<file path="src/rtl/asm_pkg.sv">
package asm_pkg;
    typedef enum logic [1:0] {
        ATT_NONE = 2'd0,
        ATT_FULL = 2'd1,
        ATT_LOW  = 2'd2
    } attach_e;
endpackage

</file>
<file path="src/rtl/asm_line_sense.sv">
module asm_line_sense
    import asm_pkg::*;
#(
    parameter int REFRESH_CYC = 64
) (
    input  logic    clk,
    input  logic    rst_n,
    input  logic    dp_idle,
    input  logic    dm_idle,
    input  logic    busy,
    output logic    refresh_stb,
    output attach_e msg
);
    localparam int TW = (REFRESH_CYC > 2) ? $clog2(REFRESH_CYC) : 1;
    localparam logic [TW-1:0] LAST = TW'(REFRESH_CYC - 1);

    logic [TW-1:0] tmr_q;
    attach_e       cls_now;
    attach_e       cls_q;

    always_comb begin
        unique case ({dp_idle, dm_idle})
            2'b10:   cls_now = ATT_FULL;
            2'b01:   cls_now = ATT_LOW;
            default: cls_now = ATT_NONE;
        endcase
    end

    always_ff @(posedge clk) begin
        if (!rst_n) begin
            cls_q <= ATT_NONE;
            tmr_q <= '0;
        end else begin
            if (!busy) cls_q <= cls_now;
            tmr_q <= (tmr_q == LAST) ? '0 : tmr_q + 1'b1;
        end
    end

    assign refresh_stb = (tmr_q == LAST);
    assign msg         = cls_q;
endmodule

</file>
<file path="src/rtl/asm_pullup_ctrl.sv">
module asm_pullup_ctrl
    import asm_pkg::*;
#(
    parameter int CONFIRM_CNT = 2
) (
    input  logic    clk,
    input  logic    rst_n,
    input  logic    refresh_stb,
    input  attach_e msg,
    input  logic    hold,
    output logic    dp_en,
    output logic    dm_en,
    output attach_e applied
);
    localparam int CW = $clog2(CONFIRM_CNT + 1);
    localparam logic [CW-1:0] NEED = CW'(CONFIRM_CNT);

    typedef enum logic [1:0] {PU_OPEN, PU_FULL, PU_LOW} pu_state_e;

    pu_state_e     st_q, st_d;
    attach_e       cand_q, cand_d;
    logic [CW-1:0] seen_q, seen_d, nseen;

    function automatic pu_state_e state_of(attach_e a);
        unique case (a)
            ATT_FULL: return PU_FULL;
            ATT_LOW:  return PU_LOW;
            default:  return PU_OPEN;
        endcase
    endfunction

    always_ff @(posedge clk) begin
        if (!rst_n) begin
            st_q   <= PU_OPEN;
            cand_q <= ATT_NONE;
            seen_q <= '0;
        end else begin
            st_q   <= st_d;
            cand_q <= cand_d;
            seen_q <= seen_d;
        end
    end

    always_comb begin
        st_d   = st_q;
        cand_d = cand_q;
        seen_d = seen_q;
        nseen  = (msg == cand_q && seen_q != '0) ? seen_q + 1'b1 : CW'(1);
        if (refresh_stb && !hold) begin
            if (msg == applied) begin
                seen_d = '0;
            end else if (nseen >= NEED) begin
                st_d   = state_of(msg);
                seen_d = '0;
            end else begin
                cand_d = msg;
                seen_d = nseen;
            end
        end
    end

    always_comb begin
        unique case (st_q)
            PU_FULL: begin dp_en = 1'b1; dm_en = 1'b0; applied = ATT_FULL; end
            PU_LOW:  begin dp_en = 1'b0; dm_en = 1'b1; applied = ATT_LOW;  end
            default: begin dp_en = 1'b0; dm_en = 1'b0; applied = ATT_NONE; end
        endcase
    end
endmodule

</file>
<file path="src/rtl/asm_suspend_fsm.sv">
module asm_suspend_fsm
    import asm_pkg::*;
#(
    parameter int SUSP_CYC = 375000
) (
    input  logic    clk,
    input  logic    rst_n,
    input  logic    up_activity,
    input  logic    dn_busy,
    input  logic    refresh_stb,
    input  attach_e msg,
    input  attach_e applied,
    output logic    suspended
);
    localparam int IW = $clog2(SUSP_CYC + 1);
    localparam logic [IW-1:0] LIM = IW'(SUSP_CYC);

    typedef enum logic {SU_RUN, SU_SLEEP} su_state_e;

    su_state_e     st_q, st_d;
    logic [IW-1:0] idle_q, idle_d;
    logic          wake;

    assign wake = up_activity || dn_busy || (refresh_stb && msg != applied);

    always_ff @(posedge clk) begin
        if (!rst_n) begin
            st_q   <= SU_RUN;
            idle_q <= '0;
        end else begin
            st_q   <= st_d;
            idle_q <= idle_d;
        end
    end

    always_comb begin
        st_d   = st_q;
        idle_d = idle_q;
        unique case (st_q)
            SU_RUN: begin
                if (up_activity) begin
                    idle_d = '0;
                end else if (idle_q == LIM) begin
                    st_d   = SU_SLEEP;
                    idle_d = '0;
                end else begin
                    idle_d = idle_q + 1'b1;
                end
            end
            SU_SLEEP: begin
                if (wake) begin
                    st_d   = SU_RUN;
                    idle_d = '0;
                end
            end
            default: st_d = SU_RUN;
        endcase
    end

    always_comb suspended = (st_q == SU_SLEEP);
endmodule

</file>
<file path="src/rtl/asm_fault_filter.sv">
module asm_fault_filter #(
    parameter int HOLD_CYC = 75
) (
    input  logic clk,
    input  logic rst_n,
    input  logic oc,
    output logic tripped
);
    localparam int FW = $clog2(HOLD_CYC + 1);
    localparam logic [FW-1:0] LIM = FW'(HOLD_CYC);

    typedef enum logic [1:0] {F_OK, F_PEND, F_TRIP} flt_state_e;

    flt_state_e    st_q, st_d;
    logic [FW-1:0] cnt_q, cnt_d;

    always_ff @(posedge clk) begin
        if (!rst_n) begin
            st_q  <= F_OK;
            cnt_q <= '0;
        end else begin
            st_q  <= st_d;
            cnt_q <= cnt_d;
        end
    end

    always_comb begin
        st_d  = st_q;
        cnt_d = cnt_q;
        unique case (st_q)
            F_OK: if (oc) begin st_d = F_PEND; cnt_d = FW'(1); end
            F_PEND: begin
                if (!oc) begin
                    st_d  = F_OK;
                    cnt_d = '0;
                end else if (cnt_q == LIM) begin
                    st_d = F_TRIP;
                end else begin
                    cnt_d = cnt_q + 1'b1;
                end
            end
            F_TRIP:  st_d = F_TRIP;
            default: st_d = F_OK;
        endcase
    end

    always_comb tripped = (st_q == F_TRIP);
endmodule

</file>
<file path="src/rtl/attach_speed_monitor.sv">
module attach_speed_monitor
    import asm_pkg::*;
#(
    parameter int REFRESH_CYC    = 64,
    parameter int CONFIRM_CNT    = 2,
    parameter int SUSP_CYC       = 375000,
    parameter int FAULT_HOLD_CYC = 75
) (
    input  logic       clk,
    input  logic       rst_n,
    input  logic       dn_dp_idle,
    input  logic       dn_dm_idle,
    input  logic       dn_busy,
    input  logic       up_activity,
    input  logic       pin_oc,
    output logic       up_dp_pu_en,
    output logic       up_dm_pu_en,
    output logic       suspended,
    output logic       refresh_stb,
    output logic [1:0] refresh_msg,
    output logic       pin_off
);
    attach_e msg_w;
    attach_e applied_w;

    asm_line_sense #(.REFRESH_CYC(REFRESH_CYC)) u_sense (
        .clk(clk), .rst_n(rst_n), .dp_idle(dn_dp_idle), .dm_idle(dn_dm_idle),
        .busy(dn_busy), .refresh_stb(refresh_stb), .msg(msg_w)
    );

    asm_pullup_ctrl #(.CONFIRM_CNT(CONFIRM_CNT)) u_pullup (
        .clk(clk), .rst_n(rst_n), .refresh_stb(refresh_stb), .msg(msg_w),
        .hold(suspended), .dp_en(up_dp_pu_en), .dm_en(up_dm_pu_en),
        .applied(applied_w)
    );

    asm_suspend_fsm #(.SUSP_CYC(SUSP_CYC)) u_susp (
        .clk(clk), .rst_n(rst_n), .up_activity(up_activity), .dn_busy(dn_busy),
        .refresh_stb(refresh_stb), .msg(msg_w), .applied(applied_w),
        .suspended(suspended)
    );

    asm_fault_filter #(.HOLD_CYC(FAULT_HOLD_CYC)) u_fault (
        .clk(clk), .rst_n(rst_n), .oc(pin_oc), .tripped(pin_off)
    );

    assign refresh_msg = msg_w;
endmodule

</file>
<file path="config.mk">
export PLATFORM = sky130hd
export DESIGN_NAME = attach_speed_monitor
export DESIGN_NICKNAME = d
export VERILOG_FILES = /design/src/rtl/asm_pkg.sv /design/src/rtl/asm_line_sense.sv /design/src/rtl/asm_pullup_ctrl.sv /design/src/rtl/asm_suspend_fsm.sv /design/src/rtl/asm_fault_filter.sv /design/src/rtl/attach_speed_monitor.sv
export SDC_FILE = /design/constraint.sdc
export NUM_CORES = 1
export LEC_CHECK = 0
export BUFFER_PORTS_ARGS = -buffer_cell sky130_fd_sc_hd__buf_2
export CORE_ASPECT_RATIO = 0.8
export CORE_UTILIZATION = 49
export DETAILED_ROUTE_END_ITERATION = 8
export MAX_ROUTING_LAYER = met4
export PLACE_DENSITY = 0.69
export SYNTH_ARGS = -nofsm -noshare
export SYNTH_HDL_FRONTEND = slang
export SYNTH_SLANG_ARGS = --single-unit
</file>
<file path="constraint.sdc">
create_clock -name clk -period 2 [get_ports clk]
set_clock_uncertainty 0.2 [all_clocks]
set_input_delay 0.4 -clock clk [delete_from_list [all_inputs] [get_ports clk]]
set_output_delay 0.4 -clock clk [all_outputs]
set_load 0.02 [all_outputs]
</file>
; ---- After elaboration in Yosys (flattened, before gate mapping)
; Cells that the tools add are included.
; Widths: inputs -> output; s select.
[totals]
inputBits = 7
register_bits = 43
[classes]
mux = 24
eq_ne = 18
n_bitwise = 4
reduce_logical = 14
magnitude_cmp = 1
add_sub_neg = 4
[op_table]
columns = op, count
row1 = $mux 19, 3
row2 = $pmux 19 s2, 1
row3 = $mux 7, 3
row4 = $add 19x1->19 const B, 1
row5 = $eq 19x19->1 const B, 1
row6 = $pmux 7 s2, 1
row7 = $mux 2, 6
row8 = $pmux 2 s2, 3
row9 = $reduce_and 3->1, 3
row10 = $eq 2x1->1 const B, 4
row11 = $eq 2x2->1 const B, 4
row12 = $add 7x1->7 const B, 1
row13 = $eq 7x7->1 const B, 1
row14 = $add 6x1->6 const B, 1
row15 = $eq 6x6->1 const B, 1
row16 = $pmux 2 s3, 1
row17 = $mux 1, 5
row18 = $eq 2x2->1, 2
row19 = $ne 2x2->1 const B, 2
row20 = $not 1->1, 4
row21 = $reduce_bool 2->1, 2
row22 = $logic_and 1x1->1, 3
row23 = $ne 3x2->1 const B, 1
row24 = $ne 3x3->1 const B, 1
row25 = other kinds (9), 10

; ---- Depth between registers and ports, before layout
; Gate-level depths: netlist of run 1.
[logic_depth]
depth_word = 7
ltp_mapped = 8
mapped_depth_nobuf = 7

; ---- Cells and area by module
; A second synthesis of run 1 with hierarchy kept.
[hier_totals]
cells_unflattened = 271
hier_area_um2 = 2327.2
[modules_own_cells]
columns = module, seq_area_each_um2, area_each_um2, cells_each, instances
row1 = asm_suspend_fsm, 400.4, 1122.3, 136, 1
row2 = asm_fault_filter, 180.2, 530.5, 60, 1
row3 = asm_pullup_ctrl, 120.1, 360.3, 42, 1
row4 = asm_line_sense, 160.2, 314.1, 33, 1

; ---- Worst setup path before layout of run 1
; OpenSTA, ideal clock, no wires.
[synth_path]
path_type = flip-flop to flip-flop
startpoint = reg u_susp.idle_q[0]
endpoint = reg u_susp.idle_q[14]
path_stages_with_launch = 9
path_slack_ps = -94
t_arrival_ps = 1820
setup_ps = 74
required_ps = 1726
cell_sequence = dfxtp_1 > inv_1 > ha_1 > nor4b_1 > and4bb_4 > a2111oi_4 > buf_2 > a21oi_1 > a31oi_1
[synth_between]
elab_chain_cells = 4
elab_cells_between_ends = 5
[synth_rtl]
columns = item, line
row1 = start: declaration, asm_suspend_fsm.sv:21  ; logic [IW-1:0] idle_q, idle_d;
row2 = start signal: assignment, asm_suspend_fsm.sv:32  ; idle_q <= idle_d;
row3 = $add 19x1->19 / $eq 19x19->1 (equally long branches), "asm_suspend_fsm.sv:47, asm_suspend_fsm.sv:43"
row4 = $mux 19 (*), asm_suspend_fsm.sv:43  ; end else if (idle_q == LIM) begin
row5 = $mux 19 (*), asm_suspend_fsm.sv:41  ; if (up_activity) begin
row6 = $pmux 19 s2 (*), asm_suspend_fsm.sv:39  ; unique case (st_q)
; Every way passes the cells marked *; elsewhere a longest branch is shown, timed or not.
; A chain may end at the register's enable or synchronous reset.

; ---- Worst setup path in the final report of run 1
[layout_path]
startpoint = reg u_susp.idle_q[5]
endpoint = reg u_susp.idle_q[9]
; Same word-level chain as after synthesis.

==> results of run 1 <==
-- synthesized netlist by cell type (all sizes together) (2+ instances only) --
cell type / n
buf: 4
ha: 5
nand4b: 2
nor2b: 3
o22ai: 2
nand2: 31
a21o: 5
or4: 3
nor4b: 2
nand3: 13
a21oi: 14
and3: 3
xnor2: 3
o21ai: 12
a41oi: 2
inv: 9
a31oi: 11
mux2i: 4
a311oi: 2
nor4: 3
a22oi: 2
xor2: 12
clkbuf: 4
a22o: 3
nand2b: 3
nor3: 7
and2: 2
dfxtp: 43
o21a: 3
nor2: 31
nand4: 5
-- metal layers --
metal / vias to the layer above / GRT usage, % / routed length [µm]
met5: - / - / 0
met4: 0 / 6.593 / 76
met3: 7 / 6.131 / 146
met2: 29 / 35.08 / 2130
met1: 938 / 28.38 / 2533
li1: 1038 / - / -
-- worst min-delay path by stage --
stage / from / endpoint / slack [ns] / cells after the start
floorplan: u_sense.tmr_q[0] / u_sense.tmr_q[0] / 0.22 / 1
global placement: u_sense.tmr_q[0] / u_sense.tmr_q[0] / 0.23 / 1
detailed placement: u_sense.tmr_q[0] / u_sense.tmr_q[0] / 0.24 / 1
CTS: dn_dm_idle / u_sense.msg[1] / 0.15 / 3
global route: dn_dm_idle / u_sense.msg[1] / 0.17 / 3
finish: dn_dm_idle / u_sense.msg[1] / 0.16 / 3
-- cell type report --
cell class,instances,area [µm²]
Sequential cell,43,868.3
Timing Repair Buffer,51,356.6
Tap cell,57,71.32
Fill cell,372,1433
Multi-Input combinational cell,201,1325
Clock buffer,5,68.82
Inverter,10,40.04
Clock inverter,3,67.56
-- worst max-delay path, delay by kind of cell, from the launching register on --
| kind | cells | cell delay (ns) |
|---|---|---|
| buf+inv | 1 | 0.18 |
| flops | 1 | 0.33 |
| compound gates | 3 | 0.45 |
| simple gates | 2 | 0.75 |
-- per-stage QoR --
step                      area (µm²)  hold WS [ns]  cells  total power (µW)
final                           2798        0.1595    370              1834
after global routing            2798        0.1691    370              1892
after CTS                       2733        0.1544    367              1842
after detailed placement        2556        0.2383    359              1024
after global placement          2556        0.2340    359              1023
after floorplan                 2201        0.2179    262             976.2
-- flip-flops by register name (all words and copies together), names as in the netlist --
register,cells
u_pullup.cand_q,2
u_pullup.seen_q,2
u_fault.cnt_q,7
u_sense.tmr_q,6
u_pullup.st_q,2
u_sense.msg,2
u_susp.suspended,1
u_fault.st_q,2
u_susp.idle_q,19
-- kinds of logic after synthesis --
logic type	count (synthesis)	share of synthesized area, %
flip-flops	43	39.18
buffers and inverters	18	3.587
XOR/XNOR	15	5.980
multiplexers	4	1.822
AO/OA/AOI/OAI	59	18.28
adder cells (fa/ha/maj)	5	2.847
AND/OR/NAND/NOR	118	28.30
-- layout by cell type (no fill, tap or decap), types with 6 or more instances in the layout --
cell     count
a21oi_1     14
a31oi_1     11
buf_2       12
buf_4       38
dfxtp_1     37
dfxtp_2      6
inv_1        6
nand2_1     30
nand3_1     12
nor2_1      31
o21ai_0     10
xor2_1      12
-- power groups by stage --
stage / clock [µW] / sequential, µW / combinational [µW]
after global placement: 0 / 902 / 121
after global routing: 855 / 887 / 150
after detailed placement: 0 / 902 / 122
after floorplan: 0 / 905 / 71.2
final: 814 / 885 / 136
after CTS: 830 / 884 / 128
-- what timing repair did --
item,in CTS,in global routing
setup buffers,0,3
resized for setup,12,12
endpoints found under the setup margin,10,20
pin swaps,8,5
==> impl_metrics.tcl, run 1 <==
set metrics [dict create \
    rows 21 \
    synth-main-ff-cell "dfxtp_1" \
    syn_area_um2 2197 \
    pre_cts_slack_ns -0.03440 \
    crit_path_start_kind "flop" \
    synth_top_area_share_pct 39.18 \
    cts_buffers 5 \
    track_usage_pct 22.32 \
    fmax_ghz 0.5008 \
    p_leak_uw 0.001118 \
    io_pins 14 \
    crit_slowest_cell "or4b_4" \
    drtIter0Drc 85 \
    crit_type "reg2reg" \
    finalCritPeriodShare_pct 99.84 \
    crit_end "u_susp.idle_q[9]" \
    diodes 0 \
    nNetsFinal 324 \
    power_frac_seq_pct 48.2 \
    cts_tree "done" \
    totalWireLength_um 4886 \
    ys_seq_area_share_pct 39.18 \
    clk_pin_slew_ns 0.08 \
    rsz0062_at_grt "yes" \
    antenna_found_initial 0 \
    ant_nets 0 \
    synthArstFlopShare_pct 0 \
    yosysUniqueCellTypes 50 \
    worst_pin_slew_ns 0.4626 \
    p_comb_share_pct 7.4 \
    layout_min_cycle_time_ns 1.997 \
    clock_latency_ns 0.30 \
    ir_worst_vdd_v 0.0004606 \
    synth_edf_count 0 \
    finalSetupTns_ns 0 \
    finalMaxSlewViolations 0 \
    clkSinkCount 43 \
    max-cap-violations 0 \
    required_ns 2.00 \
    synth_cells 262 \
    fin_util_pct 66.13 \
    syn_nets 274 \
    synth.avg_cell_area_um2 8.386 \
    clkPwrFrac_pct 44.4 \
    synth_area_leader_cell "dfxtp_1" \
    gp_congestion 0.8307 \
    synth_top_cells_by_area "dfxtp_1 (39%), nand2_1 (5.3%), nor2_1 (5.3%)" \
    drive_above_1_share_pct 27.16 \
    ctsHoldBuffers 0 \
    intPower_uw 1433 \
    core_area_um2 4230 \
    vias 2012 \
    max-slew-margin-rel_pct 69.16 \
    die_y_um 61.89 \
    dr.pass1.iters 4 \
    grt_max_degree 15 \
    port-buffer-count 13 \
    path_cells "or4b_4, nor3_4, a2111oi_4, buf_4, a21o_1, a22o_1" \
    grt_pass1_wl_um 7845 \
    crit_path_max_incr_delay_ns 0.54 \
    hpwl_um 3547 \
    drc 0 \
    cp.arrival_ns 2.00 \
    grt_pass1_vias 1680 \
    htreeDepth 2 \
    hold_viol 0 \
    wl_per_cell_um 13.21 \
    p_sw_uw 401.7 \
    synth_warnings 0 \
    rr_startpoint "u_susp.idle_q[5]" \
    setup_violations 0 \
    ys_ff_latch 43 \
    crit_path_end_kind "flop" \
    routed_via_density 5.438 \
    cts-root-buf "clkbuf_8" \
    die_area_um2 4757 \
    area_growth_pct 27.33 \
    start_util_pct 51.94 \
    startpoint "u_susp.idle_q[5]" \
    die_w_um 76.87 \
    status "completed" \
    powerDensity_nw_per_um2 655.7 \
    clk_path_buf_depth 2 \
    reg2reg_slack_ns 0.003 \
    min_path_type "in2reg" \
    reg2reg_to "u_susp.idle_q[9]" \
    grt-ovfl-total 0 \
    setup_slack_ns 0.003147 \
    r2r_cells 6 \
    crit_fanout 9 \
    netSwitchingFraction_pct 21.90 \
]
Power figures use the tool's default switching activity.
==> inputs of run 2 (changes only) <==
--- a/config.mk
+++ b/config.mk
@@ -11,6 +11,7 @@
 export DETAILED_ROUTE_END_ITERATION = 8
 export MAX_ROUTING_LAYER = met4
 export PLACE_DENSITY = 0.69
+export RECOVER_POWER = 25
 export SYNTH_ARGS = -nofsm -noshare
 export SYNTH_HDL_FRONTEND = slang
 export SYNTH_SLANG_ARGS = --single-unit
==> run 2 against run 1 <==
Compared with the run above: setup slack barely moved; critical path type unchanged; global-route usage did not move; non-clock buffer count did not move; clock power barely moved.
==> impl_metrics.tcl, run 2 (synthesized netlist as in run 1, its figures left out) <==
set metrics [dict create \
    finalSetupTns_ns 0 \
    crit_slowest_cell "or4b_4" \
    rows 21 \
    stdcell_count 370 \
    clkSinkCount 43 \
    p_leak_uw 0.001114 \
    routed_via_density 5.438 \
    htreeDepth 2 \
    pre_cts_slack_ns -0.03440 \
    track_usage_pct 22.32 \
    powerDensity_nw_per_um2 657.6 \
    crit_type "reg2reg" \
    max-cap-violations 0 \
    clock_latency_ns 0.30 \
    path_cells "or4b_4, nor3_4, a2111oi_4, buf_4, a21o_1, a22o_1" \
    reg.largest.list "u_susp.idle_q (19), u_fault.cnt_q (7), u_sense.tmr_q (6)" \
    nNetsFinal 324 \
    totalWireLength_um 4889 \
    grt_pass1_vias 1680 \
    layout_min_cycle_time_ns 1.997 \
    ir_worst_vdd_v 0.0004606 \
    port-buffer-count 13 \
    worst_pin_slew_ns 0.4626 \
    fmax_ghz 0.5008 \
    core_area_um2 4230 \
    min_path_type "in2reg" \
    finalMaxSlewViolations 0 \
    cts-root-buf "clkbuf_8" \
    die_y_um 61.89 \
    hold_viol 0 \
    crit_path_end_kind "flop" \
    min-delay-start "dn_dm_idle" \
    io_pins 14 \
    required_ns 2.00 \
    dpl.cell_count 359 \
    holdPathStages 3 \
    antenna_found_initial 0 \
    cp.arrival_ns 2.00 \
    crit_fanout 9 \
    wl_per_cell_um 13.21 \
    clk_pin_slew_ns 0.08 \
    setup_slack_ns 0.003050 \
    rsz0062_at_grt "yes" \
    cts_buffers 5 \
    critical-path-top-delay-family "simple AND/OR/NAND/NOR gates" \
    final_cell_mix "dfxtp_1 (38), buf_4 (37), nor2_1 (31)" \
    grt_pass1_wl_um 7845 \
    finalCritPeriodShare_pct 99.85 \
    vias 2012 \
    start_util_pct 51.94 \
    die_w_um 76.87 \
    clk_path_buf_depth 2 \
    largest_reg_flops 19 \
    reg2reg_to "u_susp.idle_q[9]" \
    grt_max_degree 15 \
    min_to "u_sense.msg[1]" \
    crit_path_start_kind "flop" \
    regMostFlops "u_susp.idle_q" \
    status "completed" \
    fill_cells 376 \
    max-slew-margin-rel_pct 69.16 \
    cts_tree "done" \
    ctsHoldBuffers 0 \
    diodes 0 \
    area_growth_pct 26.94 \
    power.total_uw 1834 \
    crit_buf_inv 1 \
    r2r_cells 6 \
    crit_path_max_incr_delay_ns 0.54 \
    dr.pass1.iters 4 \
    gp_congestion 0.8307 \
    ant_nets 0 \
    final_common_cell "dfxtp_1" \
    setup_violations 0 \
    rr_startpoint "u_susp.idle_q[5]" \
    drc 0 \
    drtIter0Drc 94 \
    hpwl_um 3547 \
    grt-ovfl-total 0 \
    die_area_um2 4757 \
    drive_above_1_share_pct 25.88 \
    reg2reg_slack_ns 0.003 \
]
## run 2: changes by cell type in the layout (fill, tap and decap cells not counted)
cell,before,now
buf_2,12,11
ha_1,3,4
clkbuf_1,0,2
dfxtp_2,6,5
buf_4,38,37
dfxtp_1,37,38
ha_2,1,0
## run 2: stage by stage
stage          utilization, %  cell area [µm²]  hold slack (ns)
2_1_floorplan               -             2201           0.2179
3_3_place_gp            60.43             2556           0.2340
3_5_place_dp            60.43             2556           0.2383
4_1_cts                 64.60             2733           0.1544
5_1_grt                 65.93             2789           0.1692
6_report                65.93             2789           0.1579
## run 2: layer usage
| metal | up-vias | global-route usage (%) | wire length (µm) |
|---|---|---|---|
| met5 | - | - | 0 |
| met3 | 6 | 6.131 | 177 |
| met1 | 937 | 28.38 | 2514 |
| met2 | 30 | 35.08 | 2141 |
| met4 | 0 | 6.593 | 56 |
| li1 | 1039 | - | - |
## run 2: tightest hold or removal path, cell delays in order
cell,delay [ns]
buf_2,0.09
a22oi_1,0.06
nor2_1,0.08
## run 2: how the worst max path moves through the flow
stage / from / to / slack [ns] / depth (start not counted)
5_1_grt: u_susp.idle_q[0] / u_susp.idle_q[3] / -0.07 / 8
2_1_floorplan: u_susp.idle_q[1] / u_susp.idle_q[3] / 0.01 / 8
6_report: u_susp.idle_q[5] / u_susp.idle_q[9] / 0.003 / 6
3_3_place_gp: u_susp.idle_q[0] / u_susp.idle_q[3] / 0.02 / 8
4_1_cts: u_susp.idle_q[1] / u_susp.idle_q[3] / -0.04 / 8
3_5_place_dp: u_susp.idle_q[0] / u_susp.idle_q[3] / -0.03 / 8
## run 2: what timing repair did
item	in CTS	in global routing
buffers inserted	0	3
gates resized for setup	12	12
setup endpoints to repair	10	20
endpoints found under the hold margin	0	0
pin swaps	8	5
## run 2: final cells by class
cell class	instances	area (µm²)	area share [%]
inverters	10	40.04	1.436
well taps	57	71.32	2.557
multi-input cells	201	1323	47.42
clock buffers	5	68.82	2.467
flip-flops and latches	43	867.1	31.09
clock inverters	3	67.56	2.423
repair buffers	51	351.6	12.61
## run 2: where the power goes
part	total, µW	switching (µW)	internal [µW]
Clock	815	317	498
Sequential	884	13.6	871
Combinational	135	72.2	62.4
